===== src/rtl/chsw_pkg.sv =====
package chsw_pkg;

    typedef enum logic [1:0] {
        FS_IDLE  = 2'd0,
        FS_ARMED = 2'd1,
        FS_TEMP  = 2'd2,
        FS_DONE  = 2'd3
    } fast_state_e;

    typedef enum logic {
        CH_VOLT = 1'b0,
        CH_TEMP = 1'b1
    } chan_e;

    localparam int FLAG_VOLT = 0;
    localparam int FLAG_TEMP = 1;
    localparam int FLAG_CUR  = 2;
    localparam int NUM_FLAGS = 3;

endpackage


===== src/rtl/chsw_fast_ctrl.sv =====
module chsw_fast_ctrl
    import chsw_pkg::*;
(
    input  logic clk,
    input  logic rst_n,
    input  logic conv_done,
    input  logic fast_req,
    input  logic data_rd,
    input  logic volt_settled,
    output logic hold_chan,
    output logic steer_temp,
    output logic temp_phase,
    output logic temp_ok,
    output logic proto_err
);

    typedef struct packed {
        fast_state_e state;
        logic        rd_seen;
        logic        err;
    } fast_regs_t;

    fast_regs_t fr_d, fr_q;
    logic       accept;

    always_comb begin
        fr_d   = fr_q;
        fr_d.err = 1'b0;
        accept = 1'b0;
        unique case (fr_q.state)
            FS_IDLE: begin
                if (conv_done && fast_req && volt_settled) begin
                    accept     = 1'b1;
                    fr_d.state = FS_ARMED;
                end
            end
            FS_ARMED: begin
                if (conv_done) begin
                    fr_d.state   = FS_TEMP;
                    fr_d.rd_seen = 1'b0;
                end
            end
            FS_TEMP: begin
                if (data_rd && !conv_done) begin
                    fr_d.rd_seen = 1'b1;
                end
                if (conv_done) begin
                    fr_d.state = FS_DONE;
                end
            end
            FS_DONE: begin
                if (!fast_req) begin
                    fr_d.state = FS_IDLE;
                end else if (conv_done) begin
                    fr_d.err = 1'b1;
                end
            end
            default: fr_d.state = FS_IDLE;
        endcase
    end

    always_ff @(posedge clk or negedge rst_n) begin
        if (!rst_n) begin
            fr_q <= '{state: FS_IDLE, rd_seen: 1'b0, err: 1'b0};
        end else begin
            fr_q <= fr_d;
        end
    end

    assign hold_chan  = (fr_q.state != FS_IDLE) || accept;
    assign steer_temp = (fr_q.state == FS_ARMED);
    assign temp_phase = (fr_q.state == FS_TEMP);
    assign temp_ok    = fr_q.rd_seen;
    assign proto_err  = fr_q.err;

    // an error pulse only follows a completed fast sequence
    assert_err_from_done_R10: assert property (@(posedge clk) disable iff (!rst_n)
        fr_q.err |-> $past(fr_q.state == FS_DONE));

    // no new sequence while the request bit was left high
    assert_no_restart_R10: assert property (@(posedge clk) disable iff (!rst_n)
        (fr_q.state == FS_DONE && fast_req) |=> (fr_q.state != FS_ARMED));

endmodule


===== src/rtl/chsw_chan_ctrl.sv =====
module chsw_chan_ctrl
    import chsw_pkg::*;
#(
    parameter int SETTLE_CONV = 3
) (
    input  logic clk,
    input  logic rst_n,
    input  logic conv_done,
    input  logic chan_req,
    input  logic hold_chan,
    input  logic steer_temp,
    input  logic temp_phase,
    output logic chan_sel,
    output logic volt_settled,
    output logic result_ok
);

    localparam int CW = $clog2(SETTLE_CONV + 1);
    localparam logic [CW-1:0] RELOAD = CW'(SETTLE_CONV);

    typedef struct packed {
        chan_e         chan;
        logic [CW-1:0] settle;
    } chan_regs_t;

    chan_regs_t cr_d, cr_q;
    chan_e      req_chan;

    assign req_chan = chan_e'(chan_req);

    always_comb begin
        cr_d = cr_q;
        if (conv_done) begin
            if (cr_q.settle != '0) begin
                cr_d.settle = cr_q.settle - CW'(1);
            end
            if (temp_phase) begin
                cr_d.chan   = CH_VOLT;
                cr_d.settle = '0;
            end else if (steer_temp) begin
                cr_d.chan   = CH_TEMP;
                cr_d.settle = '0;
            end else if (!hold_chan && (req_chan != cr_q.chan)) begin
                cr_d.chan   = req_chan;
                cr_d.settle = RELOAD;
            end
        end
    end

    always_ff @(posedge clk or negedge rst_n) begin
        if (!rst_n) begin
            cr_q <= '{chan: CH_VOLT, settle: '0};
        end else begin
            cr_q <= cr_d;
        end
    end

    assign chan_sel     = cr_q.chan;
    assign volt_settled = (cr_q.chan == CH_VOLT) && (cr_q.settle == '0);
    assign result_ok    = (cr_q.settle <= CW'(1));

    // channel and settling state only move on a conversion strobe
    assert_quiet_between_R3: assert property (@(posedge clk) disable iff (!rst_n)
        !conv_done |=> ($stable(cr_q.chan) && $stable(cr_q.settle)));

    // the fast temperature slot hands back to a settled voltage channel
    assert_fast_return_R7: assert property (@(posedge clk) disable iff (!rst_n)
        (conv_done && temp_phase) |=> (cr_q.chan == CH_VOLT && cr_q.settle == '0));

endmodule


===== src/rtl/chsw_flags.sv =====
module chsw_flags #(
    parameter int NFLAGS = 3
) (
    input  logic              clk,
    input  logic              rst_n,
    input  logic [NFLAGS-1:0] set_i,
    input  logic              clr_i,
    output logic [NFLAGS-1:0] flag_o
);

    logic [NFLAGS-1:0] flag_d, flag_q;

    for (genvar g = 0; g < NFLAGS; g++) begin : g_flag
        always_comb begin
            flag_d[g] = set_i[g] | (flag_q[g] & ~clr_i);
        end

        always_ff @(posedge clk or negedge rst_n) begin
            if (!rst_n) begin
                flag_q[g] <= 1'b0;
            end else begin
                flag_q[g] <= flag_d[g];
            end
        end

        // a read with no coinciding set empties the flag
        assert_read_clears_R6: assert property (@(posedge clk) disable iff (!rst_n)
            (clr_i && !set_i[g]) |=> !flag_q[g]);

        // a set wins over a coinciding read
        assert_set_wins_R6: assert property (@(posedge clk) disable iff (!rst_n)
            set_i[g] |=> flag_q[g]);
    end

    assign flag_o = flag_q;

endmodule


===== src/rtl/chsw_valid_seq.sv =====
module chsw_valid_seq
    import chsw_pkg::*;
#(
    parameter int SETTLE_CONV = 3
) (
    input  logic clk,
    input  logic rst_n,
    input  logic conv_done_i,
    input  logic chan_req_i,
    input  logic fast_req_i,
    input  logic data_rd_i,
    output logic chan_sel_o,
    output logic volt_valid_o,
    output logic temp_valid_o,
    output logic cur_valid_o,
    output logic proto_err_o
);

    logic hold_chan, steer_temp, temp_phase, temp_ok;
    logic chan_sel, volt_settled, result_ok;
    logic [NUM_FLAGS-1:0] flag_set, flags;

    chsw_fast_ctrl u_fast (
        .clk          (clk),
        .rst_n        (rst_n),
        .conv_done    (conv_done_i),
        .fast_req     (fast_req_i),
        .data_rd      (data_rd_i),
        .volt_settled (volt_settled),
        .hold_chan    (hold_chan),
        .steer_temp   (steer_temp),
        .temp_phase   (temp_phase),
        .temp_ok      (temp_ok),
        .proto_err    (proto_err_o)
    );

    chsw_chan_ctrl #(.SETTLE_CONV(SETTLE_CONV)) u_chan (
        .clk          (clk),
        .rst_n        (rst_n),
        .conv_done    (conv_done_i),
        .chan_req     (chan_req_i),
        .hold_chan    (hold_chan),
        .steer_temp   (steer_temp),
        .temp_phase   (temp_phase),
        .chan_sel     (chan_sel),
        .volt_settled (volt_settled),
        .result_ok    (result_ok)
    );

    always_comb begin
        flag_set            = '0;
        flag_set[FLAG_VOLT] = conv_done_i && result_ok && (chan_sel == CH_VOLT);
        flag_set[FLAG_TEMP] = conv_done_i && result_ok && (chan_sel == CH_TEMP)
                              && (!temp_phase || temp_ok);
        flag_set[FLAG_CUR]  = conv_done_i;
    end

    chsw_flags #(.NFLAGS(NUM_FLAGS)) u_flags (
        .clk    (clk),
        .rst_n  (rst_n),
        .set_i  (flag_set),
        .clr_i  (data_rd_i),
        .flag_o (flags)
    );

    assign chan_sel_o   = chan_sel;
    assign volt_valid_o = flags[FLAG_VOLT];
    assign temp_valid_o = flags[FLAG_TEMP];
    assign cur_valid_o  = flags[FLAG_CUR];

    // every conversion marks the current channel fresh
    assert_cur_valid_R5: assert property (@(posedge clk) disable iff (!rst_n)
        conv_done_i |=> cur_valid_o);

    // an unread fast slot leaves the temperature flag untouched except by a read
    assert_temp_gate_R8: assert property (@(posedge clk) disable iff (!rst_n)
        (conv_done_i && temp_phase && !temp_ok)
        |=> (temp_valid_o == ($past(temp_valid_o) && !$past(data_rd_i))));

endmodule


===== config.mk =====
export PLATFORM = sky130hd
export DESIGN_NAME = chsw_valid_seq
export DESIGN_NICKNAME = d
export VERILOG_FILES = /design/src/rtl/chsw_pkg.sv /design/src/rtl/chsw_fast_ctrl.sv /design/src/rtl/chsw_chan_ctrl.sv /design/src/rtl/chsw_flags.sv /design/src/rtl/chsw_valid_seq.sv
export SDC_FILE = /design/constraint.sdc
export NUM_CORES = 1
export LEC_CHECK = 0
export BUFFER_PORTS_ARGS = -buffer_cell sky130_fd_sc_hd__clkbuf_2
export CAP_MARGIN = 20
export CORE_MARGIN = 4
export CORE_UTILIZATION = 47
export CTS_CLUSTER_DIAMETER = 80
export CTS_CLUSTER_SIZE = 40
export DETAILED_ROUTE_END_ITERATION = 16
export GPL_ROUTABILITY_DRIVEN = 0
export PLACE_DENSITY_LB_ADDON = 0.1
export REMOVE_ABC_BUFFERS = 1
export SLEW_MARGIN = 10
export SYNTH_ARGS = -nofsm -noshare
export SYNTH_HDL_FRONTEND = slang
export SYNTH_SLANG_ARGS = --single-unit

===== constraint.sdc =====
create_clock -name clk -period 2.5 [get_ports clk]
set_input_delay 0.5 -clock clk [delete_from_list [all_inputs] [get_ports clk]]
set_output_delay 0.5 -clock clk [all_outputs]
set_load 0.05 [all_outputs]

### After elaboration in Yosys (flattened, before gate mapping)

Index checks and enable logic that the tools add are counted.

* register bits: 10
* input bits: 6
* output and inout bits: 5
* logic and storage cells: 68

* eq/ne operators: 9
* add/sub/neg operators: 1
* order comparisons: 1
* reduce and logical (&&, ||, !) cells: 25
* bitwise operators: 8
* muxes and demuxes: 16

Operators with widths (count)
* 2-to-1 mux 3 bit: 4
* logical AND 1 bit: 9
* 2-to-1 mux 2 bit: 4
* one-hot mux 2 bit (4 select lines): 1
* 2-to-1 mux 1 bit: 6
* != test 2 bit, second input constant: 3
* nonzero test 2 bit: 3
* equality test 2 bit, second input constant: 2
* zero test 2 bit: 2
* != test 2 x 1 -> 1 bit, second input constant: 2
* AND reduction 2 bit: 2
* AND reduction 4 bit: 1
* nonzero test 4 bit: 1
* AND 1 bit: 3
* zero test 1 bit: 3
* bitwise OR 1 bit: 3
* AND reduction 3 bit: 1
* nonzero test 3 bit: 1
* equality test 2 x 1 -> 1 bit, second input constant: 1
* <= comparator 2 x 1 -> 1 bit, second input constant: 1
* logical OR 1 bit: 2
* inverter 1 bit: 2
* one-hot mux 1 bit (2 select lines): 1
* subtractor 2 x 1 -> 2 bit, second input constant: 1
* != test 1 bit: 1

### Depth between registers and ports, before layout

* word-level depth: 11
* depth in mapped cells: 5

### Cells and area by module

A second synthesis with hierarchy kept.

* cells, all modules: 61
* area total of the unflattened synthesis: 600.6 um^2

Modules (own cells, without submodules)
* chsw_fast_ctrl: area each 240.2 um^2, cells each 23, instances 1
* chsw_chan_ctrl: area each 234.0 um^2, cells each 26, instances 1
* chsw_flags: area each 101.3 um^2, cells each 7, instances 1
* chsw_valid_seq: area each 25.0 um^2, cells each 5, instances 1

### Worst setup path before layout

No wires, ideal clock.

* path kind: register to register
* start point: reg u_fast.fr_q[2] (netlist bit)
* end point: reg u_fast.fr_q[3] (netlist bit)
* library setup time: 125 ps
* stages on the path, launching flop included: 6
* path slack: 694 ps
* clock period less this slack: 1806 ps
* buffers on the path: 0
* data required time: 2375 ps
* data arrival time: 1681 ps
* cell sequence: dfrtp_1 inv_1 ha_1 or2_2 a222oi_1 mux2_2

* longest elaborated chain between the ends: 3
* elaborated cells between the ends (all ways): 10

Ends and longest elaborated chain
* start: declaration: RTL line chsw_fast_ctrl.sv:23 `fast_regs_t fr_d, fr_q;`
* start signal: assignment: RTL line chsw_fast_ctrl.sv:64 `fr_q <= '{state: FS_IDLE, rd_seen: 1'b0, err: 1'b0};`
* start signal: assignment: RTL line chsw_fast_ctrl.sv:66 `fr_q <= fr_d;`
* equality test 2 bit *
* via temp_phase: RTL line chsw_valid_seq.sv:19 `logic hold_chan, steer_temp, temp_phase, temp_ok;`
* != test 2 bit (no source line)
* AND reduction 4 bit (no source line)

Mark *: on every way through the listed nets, which the timed path passes. The rest lies on a longest branch.
A chain may end at the register's enable or synchronous reset.

### Worst setup path after layout

Same ends and word-level chain as after synthesis.

==> impl_metrics.tcl <==
set metrics [dict create \
    synth.avg_cell_area_um2 10.1 \
    die_w_um 44.2 \
    fin_crit_sh_pct 78.5 \
    status "complete, no violations" \
    cts_root_buf "clkbuf_4" \
    clk_pin_slew_worst_paths_ps 60 \
    setup_viol 0 \
    drv_slew 0 \
    cts_max_path_buffers 2 \
    routedWlPerCell_um 12.7 \
    ir_drop_v 0.000650 \
    ys.flop_type "dfrtp_1" \
    cp_max_fo 5 \
    post-route-drc-count 0 \
    post-dp-hpwl_um 886 \
    ctsResizeCount 0 \
    cts_tree "built" \
    ant_nets 0 \
    finalSetupTns_ps 0 \
    timing.hold.ws_ps 92.4 \
    clk_latency_ps 250 \
    fmax_ghz 0.510 \
    dr.max_layer_used "met3" \
    fin_crit_ps 1960 \
    worstHoldPathType "in2async" \
    tightest_slew_ps 483 \
    end_kind "flip-flop" \
    power-per-cell-area_nw_per_um2 1310 \
    clkSinkCount 10 \
    netlist_area_um2 614 \
    final_util_pct 59.7 \
    seq_area_frac_synth_pct 40.7 \
    rsz0062_at_grt "no" \
    drive_gt1_share_pct 23.3 \
    portBuffers 10 \
    grt_overflow 0 \
    finalPower_uw 916 \
    initial_core_util_pct 52.5 \
    critPathSlowestCell "a222oi_1" \
    critPathMaxStageDelay_ps 390 \
    yosysWarnings 0 \
    area_growth_syn_to_layout_pct 13.8 \
    final-hold-violation-count 0 \
    core_area_um2 1170 \
    cap_violations 0 \
    met3_length_um 80 \
    leakage_nw 0.348 \
    fin_nets 88 \
    htree_levels 1 \
    grt_first_pass_wirelength_um 1860 \
    mostFrequentLayoutCells "clkbuf_2 (10), dfrtp_1 (10), inv_1 (8)" \
    synthArstFlopShare_pct 100 \
    r2r_start "u_fast.fr_q[2]" \
    dr_wl_met2_um 531 \
    path_class "reg2reg" \
    dieArea_um2 1950 \
    core.rowCount 12 \
    cts_hold_buf 0 \
    synthCells 61 \
    grt_antenna_before_repair 0 \
    numCtsBuffers 3 \
    cts_setup_buffers 0 \
    n_antenna_cell 0 \
    num_vias 483 \
    drt_iter0_drc 17 \
    synth_edf_count 0 \
    die_height_um 44.2 \
    critical_path.startpoint "u_fast.fr_q[2]" \
    dr.pass1.iters 4 \
    via_per_inst 5.55 \
    slew_headroom_pct 67.8 \
    required_ps 2640 \
    grt.total_usage_pct 13.2 \
    cp_cell_sequence "inv_1, ha_1, or2_2, a222oi_1, mux2_2" \
    grt_max_degree 11 \
    cp-start-kind "flip-flop" \
    arrival_ps 2100 \
    wl_um 1110 \
    reg2reg_slack_ps 540 \
    drt-met1-wl_um 497 \
    synth.distinct_cells 28 \
    fin_worst_skew_ps 2.38 \
    ys_ff_latch 10 \
    grt_pass1_vias 456 \
    ios 11 \
]
==> cell type report <==
| cell class | instances | area [um^2] |
|---|---|---|
| flip-flops and latches | 10 | 250 |
| inverters | 8 | 30.0 |
| fillers | 107 | 472 |
| multi-input cells | 42 | 329 |
| repair buffers | 10 | 50.0 |
| well taps | 14 | 17.5 |
| clock buffers | 3 | 22.5 |
==> through the flow <==
stage / instances / area [um^2] / worst slack [ps]
after floorplan: 60 / 609 / 694
after global placement: 84 / 677 / 589
after detailed placement: 84 / 677 / 533
after CTS: 87 / 699 / 524
after global routing: 87 / 699 / 403
final: 87 / 699 / 539
==> cell families (layout without fill, tap and decap cells) <==
| family | after synthesis | in the layout | synth area share (%) |
|---|---|---|---|
| compound gates | 16 | 16 | 19.1 |
| simple gates | 16 | 16 | 15.3 |
| flops | 10 | 10 | 40.7 |
| buf+inv | 9 | 21 | 5.70 |
| fa+ha+maj | 7 | 7 | 14.3 |
| mux | 2 | 2 | 3.46 |
| xor+xnor | 1 | 1 | 1.43 |
==> cell usage after synthesis, drive strengths merged, types with 2 or more instances <==
| library cell | n | share of area [%] |
|---|---|---|
| dfrtp | 10 | 41 |
| inv | 8 | 4.9 |
| ha | 7 | 14 |
| a21oi | 4 | 3.3 |
| nand2 | 3 | 1.8 |
| nor2 | 3 | 1.8 |
| o21ai | 3 | 2.4 |
| nand2b | 2 | 2.0 |
| o2bb2ai | 2 | 2.9 |
| or3b | 2 | 2.9 |
==> where the power goes <==
part	switching [mW]	internal [mW]
clock network	0.0459	0.0551
registers	0.0548	0.233
logic	0.323	0.204
total	0.424	0.492
==> critical path: cells and delay by family (launching register included) <==
kind | cells | cell delay, ps
DFF | 1 | 380
buffers and inverters | 1 | 100
adders and majority gates | 1 | 260
and+or+nand+nor | 1 | 330
muxes | 1 | 390
AOI/OAI and AO/OA | 1 | 390
==> layer usage <==
metal | up-vias | global-route usage [%]
met5 | - | 0
met4 | 0 | 3.61
met3 | 0 | 7.72
met2 | 12 | 20.6
met1 | 226 | 15.3
li1 | 245 | -
==> path summary, 6_finish.rpt <==
kind                                endpoint  cells after the start
setup / recovery              u_fast.fr_q[3]                      5
hold / removal             u_flags.flag_o[0]                      1
setup reg to reg              u_fast.fr_q[3]                      5
hold reg to reg            u_flags.flag_o[2]                      1
max in group asynchronous  u_flags.flag_o[2]                      1
min in group clk           u_flags.flag_o[2]                      1
==> flip-flops by register name, summed over array words and instances, names as in the netlist <==
signal / flops
u_fast.fr_q: 2
u_fast.temp_ok: 1
u_chan.chan_sel: 1
u_flags.flag_o: 3
u_fast.proto_err: 1
u_chan.cr_q: 2
Power figures use the tool's default switching activity.
